<file path="src/rtl/gpio_watch_pkg.sv">
package gpio_watch_pkg;
  typedef enum logic [1:0] {
    SEL_DATA = 2'd0,
    SEL_CFG  = 2'd1,
    SEL_IRQ  = 2'd2,
    SEL_NONE = 2'd3
  } regSel_e;

  // strobes from control to datapath
  typedef struct packed {
    logic dataWr;
    logic cfgWr;
    logic slotLoad;
  } gpioStrobe_t;
endpackage

</file>
<file path="src/rtl/gpio_watch_ctrl.sv">
module gpio_watch_ctrl
  import gpio_watch_pkg::*;
#(
  parameter int PIN_COUNT = 16,
  parameter int WATCHERS  = 4,
  localparam int CFG_W    = 2 * PIN_COUNT,
  localparam int SLOT_W   = (WATCHERS > 1) ? $clog2(WATCHERS) : 1
) (
  input  logic              clk,
  input  logic              rstN,
  input  logic              wrEn,
  input  logic [1:0]        wrSel,
  input  logic [CFG_W-1:0]  wrData,
  input  logic              regReq,
  output gpioStrobe_t       strobe,
  output logic [SLOT_W-1:0] loadSlot,
  output logic              regAck,
  output logic              regFail,
  output logic [SLOT_W-1:0] regSlot,
  output logic              cfgError
);
  logic [WATCHERS-1:0] slotUsed;
  logic                freeFound;
  logic [SLOT_W-1:0]   freeIdx;
  regSel_e             selDec;

  assign selDec = regSel_e'(wrSel);

  // lowest free slot search
  always_comb begin
    freeFound = 1'b0;
    freeIdx   = '0;
    for (int i = WATCHERS - 1; i >= 0; i--) begin
      if (!slotUsed[i]) begin
        freeFound = 1'b1;
        freeIdx   = SLOT_W'(i);
      end
    end
  end

  always_comb begin
    strobe.dataWr   = wrEn && (selDec == SEL_DATA);
    strobe.cfgWr    = wrEn && (selDec == SEL_CFG);
    strobe.slotLoad = regReq && freeFound;
    loadSlot        = freeIdx;
  end

  always_ff @(posedge clk or negedge rstN) begin
    if (!rstN) begin
      slotUsed <= '0;
      regAck   <= 1'b0;
      regFail  <= 1'b0;
      regSlot  <= '0;
      cfgError <= 1'b0;
    end else begin
      regAck   <= regReq && freeFound;
      regFail  <= regReq && !freeFound;
      cfgError <= wrEn && (selDec == SEL_IRQ) && (|wrData);
      if (regReq && freeFound) begin
        slotUsed[freeIdx] <= 1'b1;
        regSlot           <= freeIdx;
      end
    end
  end
endmodule

</file>
<file path="src/rtl/gpio_watch_dp.sv">
module gpio_watch_dp
  import gpio_watch_pkg::*;
#(
  parameter int PIN_COUNT = 16,
  parameter int WATCHERS  = 4,
  localparam int CFG_W    = 2 * PIN_COUNT,
  localparam int SLOT_W   = (WATCHERS > 1) ? $clog2(WATCHERS) : 1
) (
  input  logic                 clk,
  input  logic                 rstN,
  input  gpioStrobe_t          strobe,
  input  logic [SLOT_W-1:0]    loadSlot,
  input  logic [CFG_W-1:0]     wrData,
  input  logic [PIN_COUNT-1:0] regMask,
  input  logic [PIN_COUNT-1:0] periphDir,
  input  logic [PIN_COUNT-1:0] periphData,
  output logic [PIN_COUNT-1:0] pinLevel,
  output logic [PIN_COUNT-1:0] changedBits,
  output logic [WATCHERS-1:0]  notify
);
  logic [CFG_W-1:0]     cfgWord, cfgNext;
  logic [PIN_COUNT-1:0] cpuData, dataNext;
  logic [PIN_COUNT-1:0] levelNow, levelNext, levelDiff;
  logic [PIN_COUNT-1:0] slotMask [WATCHERS];
  logic [WATCHERS-1:0]  hitVec;

  assign cfgNext  = strobe.cfgWr  ? wrData : cfgWord;
  assign dataNext = strobe.dataWr ? wrData[PIN_COUNT-1:0] : cpuData;

  // per-pin resolution, before and after the pending write
  for (genvar n = 0; n < PIN_COUNT; n++) begin : g_pin
    logic drvNow, pullNow, drvNxt, pullNxt;
    assign drvNow  = cfgWord[2*n];
    assign pullNow = cfgWord[2*n+1];
    assign drvNxt  = cfgNext[2*n];
    assign pullNxt = cfgNext[2*n+1];
    assign levelNow[n]  = (drvNow & cpuData[n]) | (periphDir[n] & periphData[n])
                        | (pullNow & ~(drvNow | periphDir[n]));
    assign levelNext[n] = (drvNxt & dataNext[n]) | (periphDir[n] & periphData[n])
                        | (pullNxt & ~(drvNxt | periphDir[n]));
  end

  assign levelDiff = levelNow ^ levelNext;
  assign pinLevel  = levelNow;

  for (genvar w = 0; w < WATCHERS; w++) begin : g_watch
    assign hitVec[w] = |(slotMask[w] & levelDiff);
    always_ff @(posedge clk or negedge rstN) begin
      if (!rstN)
        slotMask[w] <= '0;
      else if (strobe.slotLoad && (loadSlot == SLOT_W'(w)))
        slotMask[w] <= regMask;
    end
  end

  always_ff @(posedge clk or negedge rstN) begin
    if (!rstN) begin
      cfgWord     <= '0;
      cpuData     <= '0;
      changedBits <= '0;
      notify      <= '0;
    end else begin
      cfgWord <= cfgNext;
      cpuData <= dataNext;
      if (strobe.dataWr || strobe.cfgWr) begin
        changedBits <= levelDiff;
        notify      <= hitVec;
      end else begin
        changedBits <= '0;
        notify      <= '0;
      end
    end
  end
endmodule

</file>
<file path="src/rtl/gpio_watch_port.sv">
module gpio_watch_port
  import gpio_watch_pkg::*;
#(
  parameter int PIN_COUNT = 16,
  parameter int WATCHERS  = 4,
  localparam int CFG_W    = 2 * PIN_COUNT,
  localparam int SLOT_W   = (WATCHERS > 1) ? $clog2(WATCHERS) : 1
) (
  input  logic                 clk,
  input  logic                 rstN,
  input  logic                 wrEn,
  input  logic [1:0]           wrSel,
  input  logic [CFG_W-1:0]     wrData,
  input  logic [PIN_COUNT-1:0] periphDir,
  input  logic [PIN_COUNT-1:0] periphData,
  input  logic                 regReq,
  input  logic [PIN_COUNT-1:0] regMask,
  output logic                 regAck,
  output logic                 regFail,
  output logic [SLOT_W-1:0]    regSlot,
  output logic [PIN_COUNT-1:0] pinLevel,
  output logic [PIN_COUNT-1:0] changedBits,
  output logic [WATCHERS-1:0]  notify,
  output logic                 cfgError
);
  gpioStrobe_t       strobe;
  logic [SLOT_W-1:0] loadSlot;

  gpio_watch_ctrl #(.PIN_COUNT(PIN_COUNT), .WATCHERS(WATCHERS)) u_ctrl (
    .clk(clk), .rstN(rstN), .wrEn(wrEn), .wrSel(wrSel), .wrData(wrData),
    .regReq(regReq), .strobe(strobe), .loadSlot(loadSlot),
    .regAck(regAck), .regFail(regFail), .regSlot(regSlot), .cfgError(cfgError)
  );

  gpio_watch_dp #(.PIN_COUNT(PIN_COUNT), .WATCHERS(WATCHERS)) u_dp (
    .clk(clk), .rstN(rstN), .strobe(strobe), .loadSlot(loadSlot),
    .wrData(wrData), .regMask(regMask), .periphDir(periphDir),
    .periphData(periphData), .pinLevel(pinLevel),
    .changedBits(changedBits), .notify(notify)
  );
endmodule

</file>
<file path="config.mk">
export PLATFORM = sky130hd
export DESIGN_NAME = gpio_watch_port
export DESIGN_NICKNAME = d
export VERILOG_FILES = /design/src/rtl/gpio_watch_pkg.sv /design/src/rtl/gpio_watch_ctrl.sv /design/src/rtl/gpio_watch_dp.sv /design/src/rtl/gpio_watch_port.sv
export SDC_FILE = /design/constraint.sdc
export NUM_CORES = 1
export LEC_CHECK = 0
export BUFFER_PORTS_ARGS = -buffer_cell sky130_fd_sc_hd__buf_4
export CORE_MARGIN = 10
export CORE_UTILIZATION = 40
export DETAILED_ROUTE_END_ITERATION = 10
export GPL_ROUTABILITY_DRIVEN = 0
export GPL_TIMING_DRIVEN = 0
export PLACE_DENSITY_LB_ADDON = 0.2
export SYNTH_ARGS = -nofsm -noshare
export SYNTH_HDL_FRONTEND = slang
export SYNTH_SLANG_ARGS = --single-unit
export TNS_END_PERCENT = 5
</file>
<file path="constraint.sdc">
create_clock -name clk -period 2.3 [get_ports clk]
set_input_delay 0 -clock clk [delete_from_list [all_inputs] [get_ports clk]]
set_output_delay 0 -clock clk [all_outputs]
set_load 0.03 [all_outputs]
</file>
# Word level (Yosys, flattened, before mapping)
# Cells that the tools add are included.
# totals
reg_bits	141
in_bits	86
out_inout_bits	41
word_cells	268
# classes
magnitude_cmp	2
eq_ne	5
n_mux	14
bitwise	214
n_reduce_logical	20
# ops
operator	count
1-bit bitwise OR	96
1-bit AND	80
16-bit AND	4
16-bit OR reduction	4
16-bit 2-to-1 mux	2
32-bit 2-to-1 mux	1
1-bit inverter	32
32-bit OR reduction	1
16-bit bitwise XOR	1
1-bit logical AND	11
2-bit 2-to-1 mux	4
2-bit equality test, second input constant	3
1-bit 2-to-1 mux	5
2-bit by 1-bit equality test with 1-bit output, second input constant	2
2-bit logical NOT	2
4-bit 2-to-1 mux	1
4-bit bitwise OR	1
2-bit by 3-bit < comparator with 1-bit output, second input constant	1
1-bit demux with 2-bit select	1
2-bit by 1-bit greater-or-equal comparator with 1-bit output, second input constant	1
1-bit logical NOT	1
1-bit logical OR	1

# Logic depth before layout (Yosys ltp)
# logic_depth
ltp_word	11
mapped_depth	9
depth_no_buf	7

# Modules after synthesis
# From an unflattened synthesis, not the netlist that was laid out.
# hier_totals
cells_unflattened	599
hier_area_um2	7136.8
# modules_own_cells
module	instances	cells_per_inst	area_per_inst_um2	seq_area_each_um2
gpio_watch_dp	1	561	6716.4	3303.2
gpio_watch_ctrl	1	38	420.4	225.2

# Least setup slack after synthesis
# Ideal clock, no wire load.
# synth_timing
path_type	flip-flop to flip-flop
start	register u_dp.cfgWord[0]
end	register u_dp.notify[0]
setup_ns	0.148
arrival_ns	2.613
t_required_ns	2.152
path_slack_ns	-0.461
stages_incl_launch_ff	6
n_path_buf	0
period_less_slack_ns	2.761
path_cell_list	dfrtp_1 > o311ai_0 > or2_2 > a31oi_1 > a2111oi_0 > nand4_1
# synth_between
word_cells_on_any_way	17
classes_between	mux: 2; bitwise: 14; reduce/logical: 1
# synth_lines
element	line_no	rtl
start, declared	gpio_watch_dp.sv:21	logic [CFG_W-1:0] cfgWord, cfgNext;
start signal, assigned	gpio_watch_dp.sv:63	cfgWord <= cfgNext;
1-bit bitwise OR	gpio_watch_dp.sv:38	| (pullNow & ~(drvNow | periphDir[n]));
1-bit inverter	gpio_watch_dp.sv:38	
1-bit AND	gpio_watch_dp.sv:38	
1-bit bitwise OR *	gpio_watch_dp.sv:38	
named net pinLevel[0]	gpio_watch_port.sv:21	output logic [PIN_COUNT-1:0] pinLevel,
16-bit bitwise XOR *	gpio_watch_dp.sv:43	assign levelDiff = levelNow ^ levelNext;
16-bit AND *	gpio_watch_dp.sv:47	assign hitVec[w] = |(slotMask[w] & levelDiff);
16-bit OR reduction *	gpio_watch_dp.sv:47	
4-bit 2-to-1 mux *	gpio_watch_dp.sv:65	if (strobe.dataWr || strobe.cfgWr) begin
end signal, assigned	gpio_watch_dp.sv:67	notify <= hitVec;
end, declared	gpio_watch_dp.sv:19	output logic [WATCHERS-1:0] notify
# The timed path passes the listed nets; every way through them passes the cells marked *.
# A chain may end at the register's enable or synchronous reset.

# Final worst setup path
# layout_timing
start	register u_dp.cfgWord[15]
end	register u_dp.notify[0]
# layout_between
elab_chain_cells	7
word_cells_on_any_way	9
classes_between	mux: 2; bitwise: 6; reduce/logical: 1
# layout_rtl
element	line_no	rtl
32-bit 2-to-1 mux	gpio_watch_dp.sv:27	assign cfgNext = strobe.cfgWr ? wrData : cfgWord;
1-bit AND	gpio_watch_dp.sv:40	| (pullNxt & ~(drvNxt | periphDir[n]));
1-bit bitwise OR	gpio_watch_dp.sv:40	
16-bit bitwise XOR *	gpio_watch_dp.sv:43	
16-bit AND *	gpio_watch_dp.sv:47	
16-bit OR reduction *	gpio_watch_dp.sv:47	
4-bit 2-to-1 mux *	gpio_watch_dp.sv:65	
# Mark *: on every way between the ends. The rest lies on a longest branch, timed or not.

==> impl_metrics.yaml <==
timing:
  layout_min_cycle_time_ps: 2209
  finalSetupTns_ps: 0
  setup_viol: 0
  rsz0062_at_grt: "yes"
  fmax_mhz: 452.7
  hold_viol: 0
  tightest_slew_ps: 822.2
  maxSlewHeadroom_pct: 45.19
  finClkSkew_ps: 19.79
  fin_crit_sh_pct: 96.04
  drv_slew: 0
power:
  power_uw: 9289
  ir_worst_vdd_mv: 0.6106
  power_density_nw_per_um2: 907.1
  p_leak_uw: 0.004576
finish:
  fill_cells: 1459
  postLayoutCoreUtil_pct: 57.01
  final_area_sq_um: 10240
  finalNetCount: 909
  final-instance-count-excl-fill: 1065
  drive_gt1_share_pct: 41.87
  area_growth_pct: 40.25
  antenna_cells: 0
cts:
  cts_buffer_depth: 2
  clockRootBuffer: "clkbuf_16"
  path_clk_slew_ps: 60
  numClockSinks: 141
  cts_tree: "built"
  cts_buffers: 17
  htreeDepth: 4
  clock_latency_ps: 440
route:
  vias_per_cell: 5.288
  drc: 0
  wl_per_cell_microns: 20.62
  dr_total_vias: 5632
  routed_wl_microns: 21960
  first_pass_iters: 4
  dr.first_iter.drc_count: 258
  postRouteAntennaNets: 0
placed_design:
  io_buffers: 125
  dp_cells: 945
  place_area_sq_um: 8566
  dpl.hpwl_microns: 16090
min_path:
  timing.hold.worst.class: "in -> reg"
synth:
  synth-main-ff-cell: "dfrtp_1"
  async_flop_share_pct: 100.0
  synth-edff-count: 0
  syn_area_per_cell_sq_um: 12.38
  synthesis.nets: 676
  synth_seq_area_share_pct: 48.32
  synth-seq-cells: 141
  ys_types: 44
  syn_inst: 590
  synth_area_sq_um: 7302
  ys_warn_count: 0
critical_path:
  end_kind: "flip-flop"
  path_class: "reg -> reg"
  crit_path_start_kind: "flip-flop"
  cp_max_fo: 3
  arrival_ps: 2480
  crit_required_ps: 2570
die:
  io_pins: 127
  die_h_microns: 155.1
  fp.dieW_microns: 155.1
  core_sq_um: 17960
  die_area_sq_um: 24060
  rows: 49
  initial_core_util_pct: 40.65
global_routing:
  gr-total-overflow: 0
  grt_antenna_before_repair: 0
  grtUsageTotal_pct: 18.03
  grt_pass1_wl_microns: 33500
  grt_pass1_vias: 5914
  grt_max_degree: 100
run_status:
  status: "completed"
flow_run:
  maxCapViolCount: 0
[layout make-up]
| class | instances | area [sq um] | share of cell area (%) |
|---|---|---|---|
| tap | 229 | 286.5 | 2.798 |
| multi-input combinational | 413 | 3811 | 37.21 |
| clock inverter | 11 | 163.9 | 1.600 |
| sequential | 141 | 3528 | 34.45 |
| buffer | 12 | 80.08 | 0.7819 |
| inverter | 24 | 90.09 | 0.8797 |
| timing repair buffer | 214 | 1810 | 17.68 |
| clock buffer | 21 | 470.5 | 4.594 |
[cells in the mapped netlist, drive strengths merged (3+ instances only)]
cell,instances,area [sq um]
a31oi,5,31.28
inv,24,90.09
nand2,89,334.1
mux2i,47,470.5
nand4,7,43.79
clkbuf,7,36.28
nor2,6,22.52
buf,5,42.53
a221oi,27,446.7
a2111oi,15,131.4
nand3b,3,35.03
xnor2,14,122.6
a21oi,6,30.03
mux2,123,1426
nand3,6,30.03
nor3b,31,237.7
dfrtp,141,3528
nor4,9,56.30
[metrics by stage]
step                hold WS (ps)  setup slack [ps]
finish                     22.58             91.12
global route               31.77            -33.24
CTS                        11.01            -116.7
detailed placement        -46.81             -1264
global placement           242.1             -1210
floorplan                 -295.6             230.3
[routing by layer]
| metal | global-route usage, % | up-vias | routed length [microns] |
|---|---|---|---|
| met5 | 0 | - | 0 |
| li1 | - | 2671 | - |
| met2 | 29.52 | 139 | 10590 |
| met3 | 4.742 | 26 | 1284 |
| met4 | 6.523 | 0 | 406 |
| met1 | 22.37 | 2796 | 9675 |
[flip-flops by register name, summed over array words and instances, names as in the netlist]
register,flops
u_dp.slotMask,64
u_dp.cfgWord,32
u_dp.changedBits,16
u_dp.cpuData,16
u_ctrl.slotUsed,4
u_dp.notify,4
u_ctrl.regSlot,2
u_ctrl.cfgError,1
u_ctrl.regAck,1
u_ctrl.regFail,1
[timing repair]
| item | in CTS | in global routing |
|---|---|---|
| pin swaps | 0 | 7 |
| gates cloned | 0 | 0 |
| setup endpoints to repair | 21 | 22 |
| hold buffers | 72 | 0 |
| setup buffers | 0 | 16 |
| hold endpoints to repair | 215 | 0 |
| gates resized for setup | 25 | 24 |
[path summary, 6_finish.rpt]
check / from / slack (ps) / cells after the start / to
worst max-delay path: u_dp.cfgWord[15] / 90 / 6 / u_dp.notify[0]
worst min-delay path: periphDir[9] / 20 / 3 / u_dp.changedBits[9]
worst max register to register: u_dp.cfgWord[15] / 90 / 6 / u_dp.notify[0]
worst min register to register: u_dp.cfgWord[29] / 500 / 1 / u_dp.cfgWord[29]
max in group asynchronous: rstN / 1410 / 3 / u_dp.slotMask[43]
min in group asynchronous: rstN / 60 / 2 / u_dp.cpuData[3]
[cell families (layout without fill, tap and decap cells)]
kind of cell | after synthesis | count (layout) | synth area share, %
buf+inv | 36 | 282 | 2.313
flops | 141 | 141 | 48.32
compound gates | 66 | 66 | 10.20
xor+xnor | 14 | 14 | 1.679
mux | 170 | 170 | 25.98
simple gates | 163 | 163 | 11.51
[placed cells by master, fill, tap and decap left out, types with 4 or more instances in the layout]
cell type	Yosys	layout
dfrtp_1	141	141
a221oi_2	0	14
nand3_1	6	6
dlygate4sd3_1	0	72
xnor2_1	14	12
a2111oi_1	0	5
clkbuf_8	1	4
mux2i_1	47	47
a2111oi_2	0	7
a21oi_1	6	6
clkbuf_1	6	6
mux2_2	112	112
nor3b_1	30	30
inv_2	0	5
a221oi_4	12	12
mux2_4	11	11
clkinv_2	0	4
nand4_1	7	7
a31oi_1	5	5
inv_1	24	19
bufinv_16	0	4
buf_6	3	4
nor4_1	9	9
nor2_1	6	5
nand2_1	89	89
clkbuf_16	0	17
buf_4	0	140
[power by group]
| group | internal (uW) | total, uW | switching, uW |
|---|---|---|---|
| Clock | 1890 | 2950 | 1050 |
| Combinational | 1390 | 3020 | 1630 |
| Sequential | 3000 | 3320 | 321 |
| Total | 6280 | 9290 | 3010 |
[critical path, cell delays in order (launching register included)]
cell	delay, ps
dfrtp_1	370
nor3b_1	160
mux2_2	290
a221oi_4	330
xnor2_1	200
a2111oi_1	500
nand4_1	200
(Power assumes the default switching activity.)
